$ cat config.mk
export PLATFORM = sky130hd
export DESIGN_NAME = mdio_cmd_ctrl
export DESIGN_NICKNAME = d
export VERILOG_FILES = /design/src/rtl/mdio_pkg.sv /design/src/rtl/mdio_host_regs.sv /design/src/rtl/mdio_clk_div.sv /design/src/rtl/mdio_frame_seq.sv /design/src/rtl/mdio_cmd_ctrl.sv
export SDC_FILE = /design/constraint.sdc
export NUM_CORES = 1
export LEC_CHECK = 0
export BUFFER_PORTS_ARGS = -buffer_cell sky130_fd_sc_hd__buf_2
export CAP_MARGIN = 10
export CORE_UTILIZATION = 45
export DETAILED_ROUTE_END_ITERATION = 8
export PLACE_DENSITY = 0.7
export SLEW_MARGIN = 0
export SYNTH_ARGS = -nofsm -noshare
export SYNTH_HDL_FRONTEND = slang
export SYNTH_SLANG_ARGS = --single-unit
$ cat constraint.sdc
create_clock -name clk -period 2 [get_ports clk]
set_clock_uncertainty 0.2 [all_clocks]
set_input_delay 0.2 -clock clk [delete_from_list [all_inputs] [get_ports clk]]
set_output_delay 0.2 -clock clk [all_outputs]
set_load 0.02 [all_outputs]
$ cat src/rtl/mdio_pkg.sv
package mdio_pkg;

  localparam int unsigned FRAME_BITS = 64;
  localparam logic [5:0]  TA_IDX     = 6'd46;
  localparam logic [5:0]  DATA_IDX   = 6'd48;
  localparam logic [5:0]  LAST_IDX   = 6'd63;

  typedef struct packed {
    logic [4:0] phy;
    logic [4:0] regi;
    logic       wr;
  } mdio_cmd_t;

  // Whole serial frame, bit 63 goes out first.
  function automatic logic [63:0] frame_word(mdio_cmd_t c, logic [15:0] wd);
    logic [1:0]  op;
    logic [1:0]  ta;
    logic [15:0] dat;
    op  = c.wr ? 2'b01 : 2'b10;
    ta  = c.wr ? 2'b10 : 2'b11;
    dat = c.wr ? wd    : 16'hFFFF;
    return {32'hFFFF_FFFF, 2'b01, op, c.phy, c.regi, ta, dat};
  endfunction

  function automatic logic [31:0] cmd_readback(mdio_cmd_t c, logic busy);
    return {16'h0000, c.phy, c.regi, 4'b0000, c.wr, busy};
  endfunction

  function automatic mdio_cmd_t cmd_unpack(logic [31:0] w);
    mdio_cmd_t c;
    c.phy  = w[15:11];
    c.regi = w[10:6];
    c.wr   = w[1];
    return c;
  endfunction

endpackage

$ cat src/rtl/mdio_host_regs.sv
module mdio_host_regs
  import mdio_pkg::*;
(
  input  logic        clk,
  input  logic        rst_n,
  input  logic        wr_en,
  input  logic        addr,
  input  logic [31:0] wdata,
  input  logic        busy,
  input  logic        rd_done,
  input  logic [15:0] rd_value,
  output logic [31:0] rdata,
  output mdio_cmd_t   cmd,
  output logic [15:0] tx_data,
  output logic        start
);

  logic [31:0] data_q;
  mdio_cmd_t   cmd_q;
  logic        data_wr;
  logic        unused_wbits;

  assign start   = wr_en && addr && !busy;
  assign data_wr = wr_en && !addr && !busy;
  assign unused_wbits = ^{wdata[5:2], wdata[0]};

  always_ff @(posedge clk) begin
    if (!rst_n) begin
      data_q <= '0;
      cmd_q  <= '0;
    end else begin
      if (start)   cmd_q  <= cmd_unpack(wdata);
      if (data_wr) data_q <= wdata;
      else if (rd_done) data_q <= {16'h0000, rd_value};
    end
  end

  assign rdata   = addr ? cmd_readback(cmd_q, busy) : data_q;
  assign cmd     = cmd_q;
  assign tx_data = data_q[15:0];

endmodule

$ cat src/rtl/mdio_clk_div.sv
module mdio_clk_div #(
  parameter int unsigned CLK_DIV = 40
) (
  input  logic clk,
  input  logic rst_n,
  input  logic run,
  output logic mdc,
  output logic rise,
  output logic fall
);

  localparam int unsigned HALF = CLK_DIV / 2;
  localparam int unsigned CW   = (HALF > 1) ? $clog2(HALF) : 1;

  logic [CW-1:0] cnt_q;
  logic          mdc_q;
  logic          wrap;

  assign wrap = run && (cnt_q == CW'(HALF - 1));

  always_ff @(posedge clk) begin
    if (!rst_n || !run) begin
      cnt_q <= '0;
      mdc_q <= 1'b0;
    end else if (wrap) begin
      cnt_q <= '0;
      mdc_q <= ~mdc_q;
    end else begin
      cnt_q <= cnt_q + 1'b1;
    end
  end

  assign mdc  = mdc_q;
  assign rise = wrap && !mdc_q;
  assign fall = wrap &&  mdc_q;

endmodule

$ cat src/rtl/mdio_frame_seq.sv
module mdio_frame_seq
  import mdio_pkg::*;
(
  input  logic        clk,
  input  logic        rst_n,
  input  logic        start,
  input  mdio_cmd_t   cmd,
  input  logic [15:0] tx_data,
  input  logic        rise,
  input  logic        fall,
  input  logic        mdio_i,
  output logic        busy,
  output logic [5:0]  bit_idx,
  output logic        mdio_o,
  output logic        mdio_oe,
  output logic        rd_done,
  output logic [15:0] rd_value
);

  logic        busy_q;
  logic [5:0]  bit_q;
  logic [15:0] shift_q;
  logic [63:0] frame_w;
  logic        last_fall;

  assign frame_w   = frame_word(cmd, tx_data);
  assign last_fall = busy_q && fall && (bit_q == LAST_IDX);

  always_ff @(posedge clk) begin
    if (!rst_n) begin
      busy_q  <= 1'b0;
      bit_q   <= '0;
      shift_q <= '0;
    end else if (start) begin
      busy_q <= 1'b1;
      bit_q  <= '0;
    end else if (busy_q) begin
      if (rise && !cmd.wr && (bit_q >= DATA_IDX))
        shift_q <= {shift_q[14:0], mdio_i};
      if (last_fall)
        busy_q <= 1'b0;
      else if (fall)
        bit_q <= bit_q + 6'd1;
    end
  end

  assign busy     = busy_q;
  assign bit_idx  = bit_q;
  assign mdio_o   = busy_q ? frame_w[6'd63 - bit_q] : 1'b1;
  assign mdio_oe  = busy_q && (cmd.wr || (bit_q < TA_IDX));
  assign rd_done  = last_fall && !cmd.wr;
  assign rd_value = shift_q;

endmodule

$ cat src/rtl/mdio_cmd_ctrl.sv
module mdio_cmd_ctrl
  import mdio_pkg::*;
#(
  parameter int unsigned CLK_DIV = 40
) (
  input  logic        clk,
  input  logic        rst_n,
  input  logic        reg_wr_en,
  input  logic        reg_addr,
  input  logic [31:0] reg_wdata,
  output logic [31:0] reg_rdata,
  output logic        mdc,
  output logic        mdio_o,
  output logic        mdio_oe,
  input  logic        mdio_i
);

  mdio_cmd_t   cmd_w;
  logic [15:0] tx_data_w;
  logic        start_w;
  logic        busy_w;
  logic [5:0]  bit_idx_w;
  logic        rise_w;
  logic        fall_w;
  logic        rd_done_w;
  logic [15:0] rd_value_w;

  mdio_host_regs u_regs (
    .clk      (clk),
    .rst_n    (rst_n),
    .wr_en    (reg_wr_en),
    .addr     (reg_addr),
    .wdata    (reg_wdata),
    .busy     (busy_w),
    .rd_done  (rd_done_w),
    .rd_value (rd_value_w),
    .rdata    (reg_rdata),
    .cmd      (cmd_w),
    .tx_data  (tx_data_w),
    .start    (start_w)
  );

  mdio_clk_div #(.CLK_DIV(CLK_DIV)) u_div (
    .clk   (clk),
    .rst_n (rst_n),
    .run   (busy_w),
    .mdc   (mdc),
    .rise  (rise_w),
    .fall  (fall_w)
  );

  mdio_frame_seq u_seq (
    .clk      (clk),
    .rst_n    (rst_n),
    .start    (start_w),
    .cmd      (cmd_w),
    .tx_data  (tx_data_w),
    .rise     (rise_w),
    .fall     (fall_w),
    .mdio_i   (mdio_i),
    .busy     (busy_w),
    .bit_idx  (bit_idx_w),
    .mdio_o   (mdio_o),
    .mdio_oe  (mdio_oe),
    .rd_done  (rd_done_w),
    .rd_value (rd_value_w)
  );

endmodule

* After elaboration in Yosys (flattened, before gate mapping)
Index checks and enable logic that the tools add are counted.
** Storage, ports and cells
- Register bits :: 72
- Input bits :: 37
- Output and inout bits :: 35
- Logic and storage cells :: 58
** Operators by class
- Add/subtract/negate cells :: 3
- Magnitude comparators :: 3
- Equal/unequal tests :: 2
- Muxes and demuxes :: 12
- Bitwise gates (word level) :: 4
- Reductions and logical operators :: 25
** Operators with widths (count)
- 32-bit 2-to-1 mux :: 3
- 16-bit 2-to-1 mux :: 1
- 1-bit logical AND :: 13
- 6-bit by 7-bit less-than comparator with 1-bit output, second input constant :: 1
- 6-bit by 1-bit adder with 6-bit output, second input constant :: 1
- 1-bit binary-select mux with 6-bit select :: 1
- 6-bit equality test, second input constant :: 1
- 6-bit greater-or-equal comparator, second input constant :: 1
- 6-bit less-than comparator, second input constant :: 1
- 1-bit 2-to-1 mux :: 6
- 3-bit AND reduction :: 2
- 6-bit subtractor, first input constant :: 1
- 5-bit by 1-bit adder with 5-bit output, second input constant :: 1
- 5-bit equality test, second input constant :: 1
- 1-bit logical NOT :: 5
- 1-bit NOT :: 4
- 2-bit OR reduction :: 2
- 1-bit logical OR :: 2
- 2-bit 2-to-1 mux :: 1
- 2-bit nonzero test :: 1

* Logic depth before layout (Yosys ltp)
- Word-level depth :: 8
- Mapped depth :: 7
- Gate-level depth less buffers :: 5

* By module
Synthesis repeated with hierarchy kept, for this count alone.
** Second synthesis, totals
- Cells, all modules :: 407
- Area total of the unflattened synthesis :: 3897.5 µm²
** By module, submodules not included
- mdio_host_regs :: instances 1, cells an instance 249, area an instance 2346.0 µm², sequential area each 860.8 µm²
- mdio_frame_seq :: instances 1, cells an instance 133, area an instance 1297.5 µm², sequential area each 460.4 µm²
- mdio_clk_div :: instances 1, cells an instance 25, area an instance 254.0 µm², sequential area each 120.1 µm²

* Worst setup path after synthesis
No wires, ideal clock.
- Path type :: reg-to-output
- Start point :: reg u_seq.bit_q[1], in the netlist u_seq.bit_idx[1]
- End point :: out mdio_o
- Arrival :: 1.579 ns
- Data required time :: 1.600 ns
- Slack :: 0.021 ns
- Stages on the path, launching flop included :: 5
- Path buffers :: 1
- Cell sequence :: dfxtp_1 buf_2 mux4_2 and3_1 o32a_1
** On the way
- Word-level cells in the longest chain between the ends :: 4
** RTL lines
- start: declaration :: line mdio_frame_seq.sv:21 : logic [5:0] bit_q;
- start signal: assignment :: line mdio_frame_seq.sv:43 : bit_q <= bit_q + 6'd1;
- 6-bit subtractor :: line mdio_frame_seq.sv:49 : assign mdio_o = busy_q ? frame_w[6'd63 - bit_q] : 1'b1;
- 1-bit binary-select mux with 6-bit select :: line mdio_frame_seq.sv:49
- 1-bit 2-to-1 mux (implied by the code) :: line mdio_frame_seq.sv:49
- 1-bit 2-to-1 mux :: line mdio_frame_seq.sv:49
- end: declaration :: line mdio_cmd_ctrl.sv:13 : output logic mdio_o,
No other way between the ends. The select of a mux whose other input is x is not followed.

* Final worst setup path
Same ends and word-level chain as after synthesis.

==> report_table.html <==
<table>
<tr><th>Metric</th><th>Value</th></tr>
<tr><th colspan="2">Cells and area</th></tr>
<tr><td>FILL cells</td><td>approximately 650</td></tr>
<tr><td>Multi-input combinational cell area</td><td>2090 um2</td></tr>
<tr><td>Area of all placed cells without fillers</td><td>4830 um2</td></tr>
<tr><td>Utilization after layout</td><td>0.621</td></tr>
<tr><td>Most common library cell in the layout ignoring fill and taps</td><td>sky130_fd_sc_hd__buf_2</td></tr>
<tr><td>Register area</td><td>1450 um2</td></tr>
<tr><td>Most frequent cells in the layout</td><td>70 x sky130_fd_sc_hd__buf_2, 66 x sky130_fd_sc_hd__dfxtp_1, 38 x sky130_fd_sc_hd__mux2i_1, 37 x sky130_fd_sc_hd__nor2b_1</td></tr>
<tr><td>Number of nets in the layout</td><td>518</td></tr>
<tr><td>Antenna diode count</td><td>0</td></tr>
<tr><td>Layout area overhead</td><td>33.5%</td></tr>
<tr><td>Fraction of final layout cells sized beyond drive strength 1</td><td>0.350</td></tr>
<tr><td>Count of non-filler cells in the finished layout</td><td>around 590</td></tr>
<tr><th colspan="2">Synth</th></tr>
<tr><td>Unique masters post-synth</td><td>53</td></tr>
<tr><td>FF+latch count, synth</td><td>between 70 and 80</td></tr>
<tr><td>Number of synthesized flops with an enable pin</td><td>0</td></tr>
<tr><td>Sequential share of the synthesized area</td><td>0.399</td></tr>
<tr><td>Yosys warning total</td><td>0</td></tr>
<tr><td>Dominant synthesized flop cell</td><td>sky130_fd_sc_hd__dfxtp_1</td></tr>
<tr><td>Cell type with the highest aggregate area in the netlist</td><td>sky130_fd_sc_hd__dfxtp_1</td></tr>
<tr><td>Synth Net Count</td><td>401</td></tr>
<tr><td>Proportion of netlist area held by the largest area contributor</td><td>0.399</td></tr>
<tr><td>Leading cell types by total area after synthesis</td><td>sky130_fd_sc_hd__dfxtp_1 40%, sky130_fd_sc_hd__mux2i_1 11%, sky130_fd_sc_hd__nor2b_1 6.4%, sky130_fd_sc_hd__mux2_2 5.3%, sky130_fd_sc_hd__o211a_1 4.7%</td></tr>
<tr><td>Mean cell area of the mapped netlist</td><td>10.0 um2</td></tr>
<tr><td>Asr flop ratio synth</td><td>0</td></tr>
<tr><td>Cell count after synthesis</td><td>361</td></tr>
<tr><td>Syn Std Cell Area</td><td>~3600 um2</td></tr>
<tr><th colspan="2">Detailed routing</th></tr>
<tr><td>Via count</td><td>3190</td></tr>
<tr><td>Detail Route Antenna Nets</td><td>0</td></tr>
<tr><td>Drt total wl</td><td>9690 um</td></tr>
<tr><td>1st-pass router iterations</td><td>4</td></tr>
<tr><td># DRC</td><td>0</td></tr>
<tr><td>Vias per cell</td><td>5.45</td></tr>
<tr><td>Count of routing violations after the opening detailed-route iteration</td><td>143</td></tr>
<tr><td>WL per Instance</td><td>around 17 um</td></tr>
<tr><th colspan="2">Place</th></tr>
<tr><td>Instance area at placement</td><td>4170 um2</td></tr>
<tr><td>Post-placement cell count</td><td>533</td></tr>
<tr><td>Final weighted congestion in routability-driven placement</td><td>between 0.8 and 0.9</td></tr>
<tr><td>I/O Buffers</td><td>71</td></tr>
<tr><td>Post-DP HPWL</td><td>a little over 6000 um</td></tr>
<tr><th colspan="2">STA</th></tr>
<tr><td>Max Clock Freq</td><td>between 400 and 500 MHz</td></tr>
<tr><td>Period utilization</td><td>1.13</td></tr>
<tr><td>PnR worst setup slack</td><td>-255 ps</td></tr>
<tr><td>Setup violators final</td><td>1</td></tr>
<tr><td>Rel. slew slack</td><td>0.753</td></tr>
<tr><td>Final-report hold violation count</td><td>0</td></tr>
<tr><td>Final count of pins violating max slew</td><td>0</td></tr>
<tr><td>Final critical delay including setup and external delays</td><td>2260 ps</td></tr>
<tr><td>Setup repair after global routing missed its margin</td><td>yes</td></tr>
<tr><td>Tightest Pin Transition</td><td>370 ps</td></tr>
<tr><th colspan="2">Run</th></tr>
<tr><td>Max Cap Viol</td><td>0</td></tr>
<tr><th colspan="2">Critical path</th></tr>
<tr><td>Critical setup path kind</td><td>flop to output port</td></tr>
<tr><td>Required time at the worst-slack endpoint</td><td>1600 ps</td></tr>
<tr><td>Startpoint type of the worst setup path</td><td>flop</td></tr>
<tr><td>Max Fanout on Critical Path</td><td>4</td></tr>
<tr><td>Capturing element type of the critical path</td><td>output port</td></tr>
<tr><td>Arr. time, crit path</td><td>1860 ps</td></tr>
<tr><th colspan="2">Global route</th></tr>
<tr><td>Maximum number of pins on one net before global-route repair</td><td>36</td></tr>
<tr><td>Number of global-route vias before repair</td><td>3019</td></tr>
<tr><td>Number of antenna violations at the first check in global routing</td><td>0</td></tr>
<tr><td>All-layer global routing usage</td><td>0.238</td></tr>
<tr><td>Aggregate global routing overflow</td><td>0</td></tr>
<tr><td>Global-route wire length before repair</td><td>15400 um</td></tr>
<tr><th colspan="2">Floorplanning</th></tr>
<tr><td>Die Y</td><td>~92 um</td></tr>
<tr><td>Ports placed on the boundary</td><td>72</td></tr>
<tr><td>Total Die Area</td><td>between 8000 and 9000 um2</td></tr>
<tr><td>Starting utilization of the core area</td><td>0.465</td></tr>
<tr><td>Area inside the core boundary</td><td>between 7000 and 8000 um2</td></tr>
<tr><td>Row Count</td><td>32</td></tr>
<tr><td>Overall die width</td><td>just over 90 um</td></tr>
<tr><th colspan="2">CTS</th></tr>
<tr><td>Skew-Pair Late Insertion Delay</td><td>between 300 and 400 ps</td></tr>
<tr><td># H-tree levels</td><td>3</td></tr>
<tr><td>Clock tree from TritonCTS</td><td>built</td></tr>
<tr><td>Clock root buffer</td><td>sky130_fd_sc_hd__clkbuf_8</td></tr>
<tr><td>Number of CTS-inserted buffers</td><td>9</td></tr>
<tr><td>Deepest clock path buffer count</td><td>2</td></tr>
<tr><td>Clock-pin slew reported for the worst setup and hold paths after clock tree synthesis</td><td>approximately 70 ps</td></tr>
<tr><td>Number of clock sinks</td><td>72</td></tr>
<tr><th colspan="2">Power</th></tr>
<tr><td>Power after layout</td><td>3.05 mW</td></tr>
<tr><td>Power density over the cells</td><td>632 nW/um2</td></tr>
<tr><td>Largest vdd supply drop</td><td>~350 uV</td></tr>
<tr><td>Leak Pwr</td><td>2.23 nW</td></tr>
<tr><th colspan="2">Status</th></tr>
<tr><td>Outcome</td><td>finished with violations</td></tr>
<tr><td>Violated checks</td><td>negative setup slack</td></tr>
<tr><th colspan="2">Hold path</th></tr>
<tr><td>Kind of path behind the tightest hold check</td><td>input pin to flop</td></tr>
</table>
-- report_power, final --
part           total (mW)  switching, mW  internal (mW)  leakage [nW]
combinational       0.412          0.202          0.210          1.54
sequential           1.52         0.0429           1.48         0.589
clock                1.12          0.563          0.552        0.0988
total                3.05          0.808           2.24          2.23
-- worst max-delay path: stages, from the launching register on --
cell and delay (ps):
sky130_fd_sc_hd__dfxtp_4 380, sky130_fd_sc_hd__mux4_2 510, sky130_fd_sc_hd__and3_4 160, sky130_fd_sc_hd__o32a_1 310, sky130_fd_sc_hd__buf_6 140
-- worst paths after layout --
kind / start / end / slack, ps / cells after the start
max reg2reg: u_div.cnt_q[0]$_SDFF_PP0_ / u_regs.data_q[2]$_SDFFE_PN0P_ / 60 / 8
min: reg_wdata[0] / u_regs.data_q[0]$_SDFFE_PN0P_ / 30 / 4
max: u_seq.bit_idx[1]$_SDFFE_PP0P_ / mdio_o / -260 / 4
min reg2reg: u_regs.data_q[23]$_SDFFE_PN0P_ / u_regs.data_q[23]$_SDFFE_PN0P_ / 280 / 1
-- cells in the mapped netlist (all sizes together), types with 2 or more instances --
cell      n
xor2      3
a31oi     3
mux2i    38
ha        3
o32ai     2
nand4b    2
nor3b     3
a21boi   12
a21oi     4
or3       3
xnor2     2
buf      15
nand3     9
dfxtp    72
nand2    29
mux2     17
nor2b    37
o21ai    19
clkbuf   13
inv       5
o2111ai   2
nor2     10
and3      4
a22o     17
nor4      2
o211a    17
or2       2
and2      2
-- layout make-up --
| type | instances | share of cell area |
|---|---|---|
| multi-input cells | 257 | 0.433 |
| flip-flops and latches | 72 | 0.301 |
| repair buffers | 133 | 0.195 |
| clock buffers | 12 | 0.0342 |
| well taps | 102 | 0.0264 |
| clock inverters | 4 | 0.00544 |
| inverters | 5 | 0.00389 |
-- timing repair --
item | CTS | global route
pin swaps | 8 | 2
hold endpoints to repair | 32 | 0
cloned | 1 | 0
hold buffers | 29 | 0
setup endpoints to repair | 32 | 30
buffers inserted | 6 | 0
resized for setup | 24 | 4
-- routing by layer --
| layer | routed length, um | up-vias | track usage |
|---|---|---|---|
| li1 | - | 1547 | - |
| met1 | 4390 | 1536 | 0.319 |
| met2 | 4580 | 81 | 0.371 |
| met3 | 485 | 26 | 0.0489 |
| met4 | 229 | 0 | 0.0966 |
| met5 | 0 | - | 0 |
-- flip-flops by register name, indices dropped and copies added (netlist names) --
name and cells:
u_seq.rd_value 16, u_div.cnt_q 5, u_seq.busy 1, u_regs.data_q 32, u_seq.bit_idx 6, u_regs.cmd 11
u_div.mdc 1
-- logic make-up (layout without fill, tap and decap cells) --
kind of cell	Yosys count	in the layout	synth area share
AND/OR/NAND/NOR	110	110	0.184
AO/OA/AOI/OAI	82	83	0.182
flip-flops	72	72	0.399
multiplexers	56	56	0.164
buffers and inverters	33	154	0.0481
XOR/XNOR	5	5	0.0121
adder cells (fa/ha/maj)	3	3	0.0104
-- per-stage QoR --
stage	TNS (ps)	setup WS, ps	hold slack, ps
floorplan	0	20.7	133
global placement	0	29.5	219
detailed placement	-127	-15.1	226
CTS	-247	-247	16.0
global route	-332	-332	49.2
finish	-255	-255	30.9
No activity file was read; power rests on OpenSTA's default activity.
